### src/rtl/mgmt_pkg.sv
package mgmt_pkg;
  // control register fields
  localparam int DIV_W    = 7;
  localparam int PRE_BIT  = 7;
  localparam int DONE_BIT = 8;
  // data word fields used by the hardware
  localparam int RD_BIT   = 29;
  localparam int TA_BIT   = 17;
  localparam int WORD_W   = 32;
  localparam int DATA_W   = 16;
  localparam int PRE_LEN  = 32;
endpackage

### src/rtl/mgmt_clk_tick.sv
module mgmt_clk_tick #(
  parameter int DIV_W = 7
) (
  input  logic             clk,
  input  logic             rst,
  input  logic             load,
  input  logic [DIV_W-1:0] half_in,
  input  logic             run,
  output logic             step
);
  logic [DIV_W-1:0] half_q;
  logic [DIV_W-1:0] ph;

  always_ff @(posedge clk) begin
    if (rst) begin
      half_q <= DIV_W'(1);
      ph     <= '0;
    end else if (load) begin
      half_q <= (half_in == '0) ? DIV_W'(1) : half_in;
      ph     <= '0;
    end else if (!run || step) begin
      ph <= '0;
    end else begin
      ph <= ph + DIV_W'(1);
    end
  end

  assign step = run && (ph == half_q - DIV_W'(1));

  p_phase_bound_r3: assert property (@(posedge clk) disable iff (rst)
    run |-> (ph < half_q));
  p_half_nonzero_r11: assert property (@(posedge clk) disable iff (rst)
    half_q != '0);
endmodule

### src/rtl/mgmt_frame_engine.sv
module mgmt_frame_engine
  import mgmt_pkg::*;
#(
  parameter int W     = WORD_W,
  parameter int PLEN  = PRE_LEN,
  parameter int DW    = DATA_W
) (
  input  logic          clk,
  input  logic          rst,
  input  logic          launch,
  input  logic          abort,
  input  logic [W-1:0]  word,
  input  logic          pre_en,
  input  logic          step,
  input  logic          mdio_i,
  output logic          busy,
  output logic          fin,
  output logic          fin_rd,
  output logic [DW-1:0] rx_data,
  output logic          mdc,
  output logic          mdio_o,
  output logic          mdio_oe
);
  localparam int FRAME_W = PLEN + W;
  localparam int IDX_W   = $clog2(FRAME_W + 1);
  localparam int REL_OFS = W - 1 - TA_BIT;
  localparam int CAP_OFS = W - DW;

  logic [FRAME_W-1:0] sh;
  logic [IDX_W-1:0]   idx, base, nxt, rel_at, cap_at, last_idx;
  logic               busy_q, hi, mdc_q, o_q, oe_q, rd_q, pre_q;
  logic [DW-1:0]      rx_q;

  assign base     = pre_q ? IDX_W'(PLEN) : '0;
  assign nxt      = idx + IDX_W'(1);
  assign rel_at   = base + IDX_W'(REL_OFS);
  assign cap_at   = base + IDX_W'(CAP_OFS);
  assign last_idx = base + IDX_W'(W - 1);
  assign fin      = busy_q && step && hi && (idx == last_idx) && !abort;
  assign fin_rd   = fin && rd_q;

  always_ff @(posedge clk) begin
    if (rst || abort) begin
      busy_q <= 1'b0;
      hi     <= 1'b0;
      mdc_q  <= 1'b0;
      o_q    <= 1'b0;
      oe_q   <= 1'b0;
      rd_q   <= 1'b0;
      pre_q  <= 1'b0;
      idx    <= '0;
      sh     <= '0;
      rx_q   <= '0;
    end else if (launch) begin
      busy_q <= 1'b1;
      hi     <= 1'b0;
      mdc_q  <= 1'b0;
      idx    <= '0;
      rd_q   <= word[RD_BIT];
      pre_q  <= pre_en;
      sh     <= pre_en ? {{PLEN{1'b1}}, word} : {word, {PLEN{1'b0}}};
      o_q    <= pre_en ? 1'b1 : word[W-1];
      oe_q   <= 1'b1;
      rx_q   <= '0;
    end else if (busy_q && step) begin
      if (!hi) begin
        hi    <= 1'b1;
        mdc_q <= 1'b1;
        if (rd_q && idx >= cap_at) rx_q <= {rx_q[DW-2:0], mdio_i};
      end else if (idx == last_idx) begin
        busy_q <= 1'b0;
        hi     <= 1'b0;
        mdc_q  <= 1'b0;
        o_q    <= 1'b0;
        oe_q   <= 1'b0;
      end else begin
        hi    <= 1'b0;
        mdc_q <= 1'b0;
        idx   <= nxt;
        sh    <= sh << 1;
        o_q   <= sh[FRAME_W-2];
        oe_q  <= !(rd_q && nxt >= rel_at);
      end
    end
  end

  assign busy    = busy_q;
  assign rx_data = rx_q;
  assign mdc     = mdc_q;
  assign mdio_o  = o_q;
  assign mdio_oe = oe_q;

  p_mdc_toggles_r3: assert property (@(posedge clk) disable iff (rst)
    busy_q && step && !abort |=> mdc_q != $past(mdc_q));
  p_idle_quiet_r3: assert property (@(posedge clk) disable iff (rst)
    !busy_q |-> !mdc_q && !oe_q);
  p_preamble_ones_r4: assert property (@(posedge clk) disable iff (rst)
    busy_q && pre_q && (idx < IDX_W'(PLEN)) |-> o_q && oe_q);
  p_write_drives_r6: assert property (@(posedge clk) disable iff (rst)
    busy_q && !rd_q |-> oe_q);
endmodule

### src/rtl/mgmt_regs.sv
module mgmt_regs
  import mgmt_pkg::*;
#(
  parameter int W  = WORD_W,
  parameter int DW = DATA_W,
  parameter int DV = DIV_W
) (
  input  logic          clk,
  input  logic          rst,
  input  logic          wr_en,
  input  logic          wr_sel,
  input  logic [W-1:0]  wr_data,
  input  logic          busy,
  input  logic          fin,
  input  logic          fin_rd,
  input  logic [DW-1:0] rx_data,
  output logic          launch,
  output logic          abort,
  output logic [DV-1:0] div,
  output logic          pre_en,
  output logic [W-1:0]  ctrl_rd,
  output logic [W-1:0]  data_rd
);
  logic [DV-1:0] div_q;
  logic          pre_q, done_q;
  logic [W-1:0]  data_q;

  assign launch = wr_en && wr_sel && !busy;
  assign abort  = wr_en && !wr_sel && (wr_data[PRE_BIT:0] == '0);

  always_ff @(posedge clk) begin
    if (rst) begin
      div_q  <= '0;
      pre_q  <= 1'b0;
      done_q <= 1'b0;
      data_q <= '0;
    end else begin
      if (wr_en && !wr_sel) begin
        div_q <= wr_data[DV-1:0];
        pre_q <= wr_data[PRE_BIT];
      end
      if (abort || launch) done_q <= 1'b0;
      else if (fin)        done_q <= 1'b1;
      if (launch)      data_q            <= wr_data;
      else if (fin_rd) data_q[DW-1:0]    <= rx_data;
    end
  end

  always_comb begin
    ctrl_rd           = '0;
    ctrl_rd[DV-1:0]   = div_q;
    ctrl_rd[PRE_BIT]  = pre_q;
    ctrl_rd[DONE_BIT] = done_q;
  end

  assign data_rd = data_q;
  assign div     = div_q;
  assign pre_en  = pre_q;

  p_launch_clears_done_r7: assert property (@(posedge clk) disable iff (rst)
    launch |=> !done_q);
  p_busy_write_ignored_r8: assert property (@(posedge clk) disable iff (rst)
    wr_en && wr_sel && busy && !fin |=> $stable(data_q));
  p_abort_idles_r9: assert property (@(posedge clk) disable iff (rst)
    abort |=> !done_q && div_q == '0 && !pre_q);
endmodule

### src/rtl/mgmt_bus_master.sv
module mgmt_bus_master
  import mgmt_pkg::*;
#(
  parameter int W  = WORD_W,
  parameter int DW = DATA_W,
  parameter int DV = DIV_W,
  parameter int PL = PRE_LEN
) (
  input  logic         clk,
  input  logic         rst,
  input  logic         wr_en,
  input  logic         wr_sel,
  input  logic [W-1:0] wr_data,
  output logic [W-1:0] ctrl_rd,
  output logic [W-1:0] data_rd,
  output logic         mdc,
  output logic         mdio_o,
  output logic         mdio_oe,
  input  logic         mdio_i
);
  logic          launch, abort, busy, fin, fin_rd, step, pre_en;
  logic [DV-1:0] div;
  logic [DW-1:0] rx_data;

  mgmt_regs #(.W(W), .DW(DW), .DV(DV)) u_regs (
    .clk(clk), .rst(rst), .wr_en(wr_en), .wr_sel(wr_sel), .wr_data(wr_data),
    .busy(busy), .fin(fin), .fin_rd(fin_rd), .rx_data(rx_data),
    .launch(launch), .abort(abort), .div(div), .pre_en(pre_en),
    .ctrl_rd(ctrl_rd), .data_rd(data_rd)
  );

  mgmt_clk_tick #(.DIV_W(DV)) u_tick (
    .clk(clk), .rst(rst), .load(launch), .half_in(div), .run(busy), .step(step)
  );

  mgmt_frame_engine #(.W(W), .PLEN(PL), .DW(DW)) u_engine (
    .clk(clk), .rst(rst), .launch(launch), .abort(abort), .word(wr_data),
    .pre_en(pre_en), .step(step), .mdio_i(mdio_i), .busy(busy), .fin(fin),
    .fin_rd(fin_rd), .rx_data(rx_data), .mdc(mdc), .mdio_o(mdio_o),
    .mdio_oe(mdio_oe)
  );
endmodule

### config.mk
export PLATFORM = sky130hd
export DESIGN_NAME = mgmt_bus_master
export DESIGN_NICKNAME = d
export VERILOG_FILES = /design/src/rtl/mgmt_pkg.sv /design/src/rtl/mgmt_clk_tick.sv /design/src/rtl/mgmt_frame_engine.sv /design/src/rtl/mgmt_regs.sv /design/src/rtl/mgmt_bus_master.sv
export SDC_FILE = /design/constraint.sdc
export NUM_CORES = 1
export LEC_CHECK = 0
export BUFFER_PORTS_ARGS = -buffer_cell sky130_fd_sc_hd__buf_2
export CAP_MARGIN = 20
export CORE_MARGIN = 1
export CORE_UTILIZATION = 35
export DETAILED_ROUTE_END_ITERATION = 7
export GPL_TIMING_DRIVEN = 0
export PLACE_DENSITY = 0.52
export SKIP_CTS_REPAIR_TIMING = 1
export SLEW_MARGIN = 15
export SYNTH_ARGS = -nofsm -noshare
export SYNTH_HDL_FRONTEND = slang
export SYNTH_SLANG_ARGS = --single-unit
export TNS_END_PERCENT = 10
### constraint.sdc
create_clock -name clk -period 2.37 [get_ports clk]
set_input_delay 0.237 -clock clk [delete_from_list [all_inputs] [get_ports clk]]
set_output_delay 0.237 -clock clk [all_outputs]
set_load 0.01 [all_outputs]
==> results.sh <==
export IMPL_syn_cell_area_sq_um=7260
export IMPL_area_growth_syn_to_layout_pct=24.6
export IMPL_totalPowerFinal_mw=6.29
export IMPL_worst_path_max_delay_cell="dfxtp_4"
export IMPL_hold_fails_final_rpt=0
export IMPL_fmaxAchievable_mhz=381
export IMPL_max_cap_viol_count=0
export IMPL_hold_class="input port to flop"
export IMPL_io_buffer_count=80
export IMPL_post_synth_most_frequent_cells="dfxtp_1, nand2_1, nor2_1, a21oi_1, a21boi_0"
export IMPL_cpPeakStageDelay_ps=390
export IMPL_synthSimpleGateAreaFrac_pct=15.1
export IMPL_crit_top_cell="buf_6"
export IMPL_async_reset_ff_share_pct=0
export IMPL_layout_drive_gt1_share_pct=24.9
export IMPL_power_internal_mw=4.43
export IMPL_seqPwrFrac_pct=42.0
export IMPL_drt_total_wl_um=22800
export IMPL_worst_path_max_fanout=7
export IMPL_sw_frac_of_total_pct=29.6
export IMPL_final_min_period_over_clock_period_pct=111
export IMPL_number_of_global_route_vias_before_repair=6336
export IMPL_synth_largest_area_cell="dfxtp_1"
export IMPL_grt_antenna_before_repair=0
export IMPL_largest_family_of_logic_cells_by_synthesized_area="compound AO/OA/AOI/OAI gates"
export IMPL_yosysWarningCount=0
export IMPL_yosys_area_top_type_share_pct=40.5
export IMPL_synth_top_cells_by_area="dfxtp_1, a2111oi_2, a21boi_0"
export IMPL_synth_compound_area_share_pct=30.7
export IMPL_drc_viols=0
export IMPL_antenna_violating_nets_post_route=0
export IMPL_route_detailed_vias_per_inst=5.37
export IMPL_utilization_pct=44.6
export IMPL_initial_utilization_pct=35.8
export IMPL_preCtsSetupSlack_ps=-561
export IMPL_grt_pass1_wl_um=35400
export IMPL_floorplan_rows=52
export IMPL_synth_adder_area_share_pct=1.21
export IMPL_worst_slack_ps=-256
export IMPL_rsz_0062_raised_after_global_routing="true"
export IMPL_ios=104
export IMPL_clock_tree_root_cell="clkbuf_16"
export IMPL_dr_pass1_iters=5
export IMPL_maximum_number_of_pins_on_one_net_before_global_route_repair=17
export IMPL_post_synth_mux_area_share_pct=2.48
export IMPL_place_hpwl_um=16100
export IMPL_clk_pin_slew_ps=70
export IMPL_post_route_min_period_ps=2630
export IMPL_failed_checks="negative setup slack"
export IMPL_clock_power_share_pct=42.3
export IMPL_die_w_um=146
export IMPL_critPathRequiredTime_ps=2680
export IMPL_finClkSkew_ps=11.2
export IMPL_p_switching_mw=1.86
export IMPL_power_leakage_nw=3.52
export IMPL_critPathArrivalTime_ps=2940
export IMPL_cell_with_the_most_instances_after_synthesis="dfxtp_1"
export IMPL_routed_via_count=6774
export IMPL_p_per_area_nw_per_um2=696
export IMPL_cp_end_kind="flop"
export IMPL_power_ir_vdd_worst_v=0.000488
export IMPL_n_fill_cell=2129
export IMPL_final_hold_worst_slack_ps=58.4
export IMPL_clockBufferDepth=2
export IMPL_tritoncts="yes"
export IMPL_ys_dominant_reg_cell="dfxtp_1"
export IMPL_timing_max_slew_rel_slack_pct=49.0
export IMPL_num_nets_final=1023
export IMPL_worst_setup_path_start_kind="flop"
export IMPL_synth_lib_cells_used_distinct=60
export IMPL_synthXorXnorAreaFrac_pct=2.12
export IMPL_seq_area_frac_synth_pct=40.5
export IMPL_die_h_um=146
export IMPL_gpl_final_weighted_congestion=0.829
export IMPL_antenna_cells_inserted=0
export IMPL_synth_area_per_cell_sq_um=8.56
export IMPL_finalSetupViolCount=108
export IMPL_number_of_enable_flip_flop_cells_after_synthesis=0
export IMPL_timing_setup_critical_path_class="flop to flop"
export IMPL_grtUsageTotal_pct=21.0
export IMPL_initialDrtViolationCount=632
export IMPL_die_area_sq_um=21300
export IMPL_combPwrFrac_pct=15.7
export IMPL_numClockSinks=147
export IMPL_worstMarginPinSlew_ps=765
export IMPL_crit_chain="inv_2 -> ha_4 -> o21ba_4 -> a221o_1 -> a211o_1 -> nor3_4 -> buf_6 -> buf_6 -> and2_4 -> buf_12 -> clkbuf_16 -> a211oi_1"
export IMPL_wire_per_inst_um=18.0
export IMPL_outcome="complete, but fails checks"
export IMPL_insertion_delay_ps=430
export IMPL_tritoncts_num_buffers=17
export IMPL_grt_overflow_total=0
export IMPL_cts_htree_levels=4
export IMPL_syn_instance_count=848
export IMPL_core_ar_sq_um=20300
export IMPL_synth_ff_latch_count=147
export IMPL_final_max_slew_violation_count=0
-- sequential cells by signal, indices dropped and copies added, names as in the netlist --
signal,flops
u_engine.busy,1
u_engine.hi,1
u_engine.idx,7
u_engine.mdio_o,1
u_engine.mdio_oe,1
u_engine.pre_q,1
u_engine.rd_q,1
u_engine.rx_data,16
u_engine.sh,63
u_regs.data_rd,32
u_regs.div,7
u_regs.done_q,1
u_regs.pre_en,1
u_tick.half_q,7
u_tick.ph,7
-- placed cells by master, fill, tap and decap left out, types with 23 or more instances in the layout --
master / Yosys / final
a211oi_1: 34 / 31
nand2_1: 104 / 104
dfxtp_1: 147 / 145
nor2_1: 74 / 74
a21boi_0: 54 / 49
buf_4: 30 / 36
a31oi_1: 24 / 24
o21ai_0: 37 / 36
buf_2: 13 / 84
conb_1: 1 / 23
clkbuf_1: 52 / 38
a2111oi_2: 30 / 30
a21oi_1: 70 / 69
-- critical path, delay by kind of cell (launching register included) --
kind                     cells  cell delay (ps)
AND/OR/NAND/NOR              2              370
adder cells (fa/ha/maj)      1              180
flip-flops                   1              390
buffers and inverters        5              600
AO/OA/AOI/OAI                4              960
-- cell families after synthesis --
family / count (synthesis)
flip-flops: 147
adder cells (fa/ha/maj): 7
buffers and inverters: 114
AO/OA/AOI/OAI: 300
XOR/XNOR: 16
multiplexers: 18
other: 1
AND/OR/NAND/NOR: 245
-- cell type report --
type                       instances  area, sq um  area share [%]
clock inverter                    15          145            1.60
buffer                           101          637            7.04
clock buffer                      17          425            4.70
inverter                           9         33.8           0.374
timing repair buffer              93          552            6.10
sequential                       147         2950            32.6
tap                              270          338            3.74
multi-input combinational        610         3960            43.8
-- per-stage QoR --
stage	setup TNS, ps	cell area [sq um]	instances
CTS	-46470	8710	1252
floorplan	-50.8	7400	870
finish	-18610	9040	1262
detailed placement	-43810	8140	1220
global placement	-43370	8140	1220
global route	-30370	9040	1262
-- layer usage --
| layer | up-vias | global-route usage, % | wire length [um] |
|---|---|---|---|
| met5 | - | 0 | 0 |
| met4 | 0 | 6.09 | 318 |
| met3 | 25 | 3.34 | 999 |
| met2 | 187 | 32.5 | 10300 |
| met1 | 3237 | 30.1 | 11100 |
| li1 | 3325 | - | - |
-- power by group through the flow --
stage / clock, mW / combinational, mW / sequential (mW)
2_1_floorplan: 0 / 0.588 / 2.70
3_3_place_gp: 0 / 0.885 / 2.70
3_5_place_dp: 0 / 0.888 / 2.70
4_1_cts: 2.72 / 0.893 / 2.64
5_1_grt: 2.81 / 1.07 / 2.65
6_report: 2.67 / 0.986 / 2.64
-- path summary, 6_finish.rpt --
check,start,end,slack (ps),depth (start not counted)
setup reg to reg,u_tick.half_q[0],u_engine.sh[54],-260,12
hold / removal,mdio_i,u_engine.rx_data[0],60,3
hold reg to reg,u_regs.data_rd[29],u_regs.data_rd[29],450,2
setup / recovery,u_tick.half_q[0],u_engine.sh[54],-260,12
Note: power is estimated with default switching activity, not from simulation.
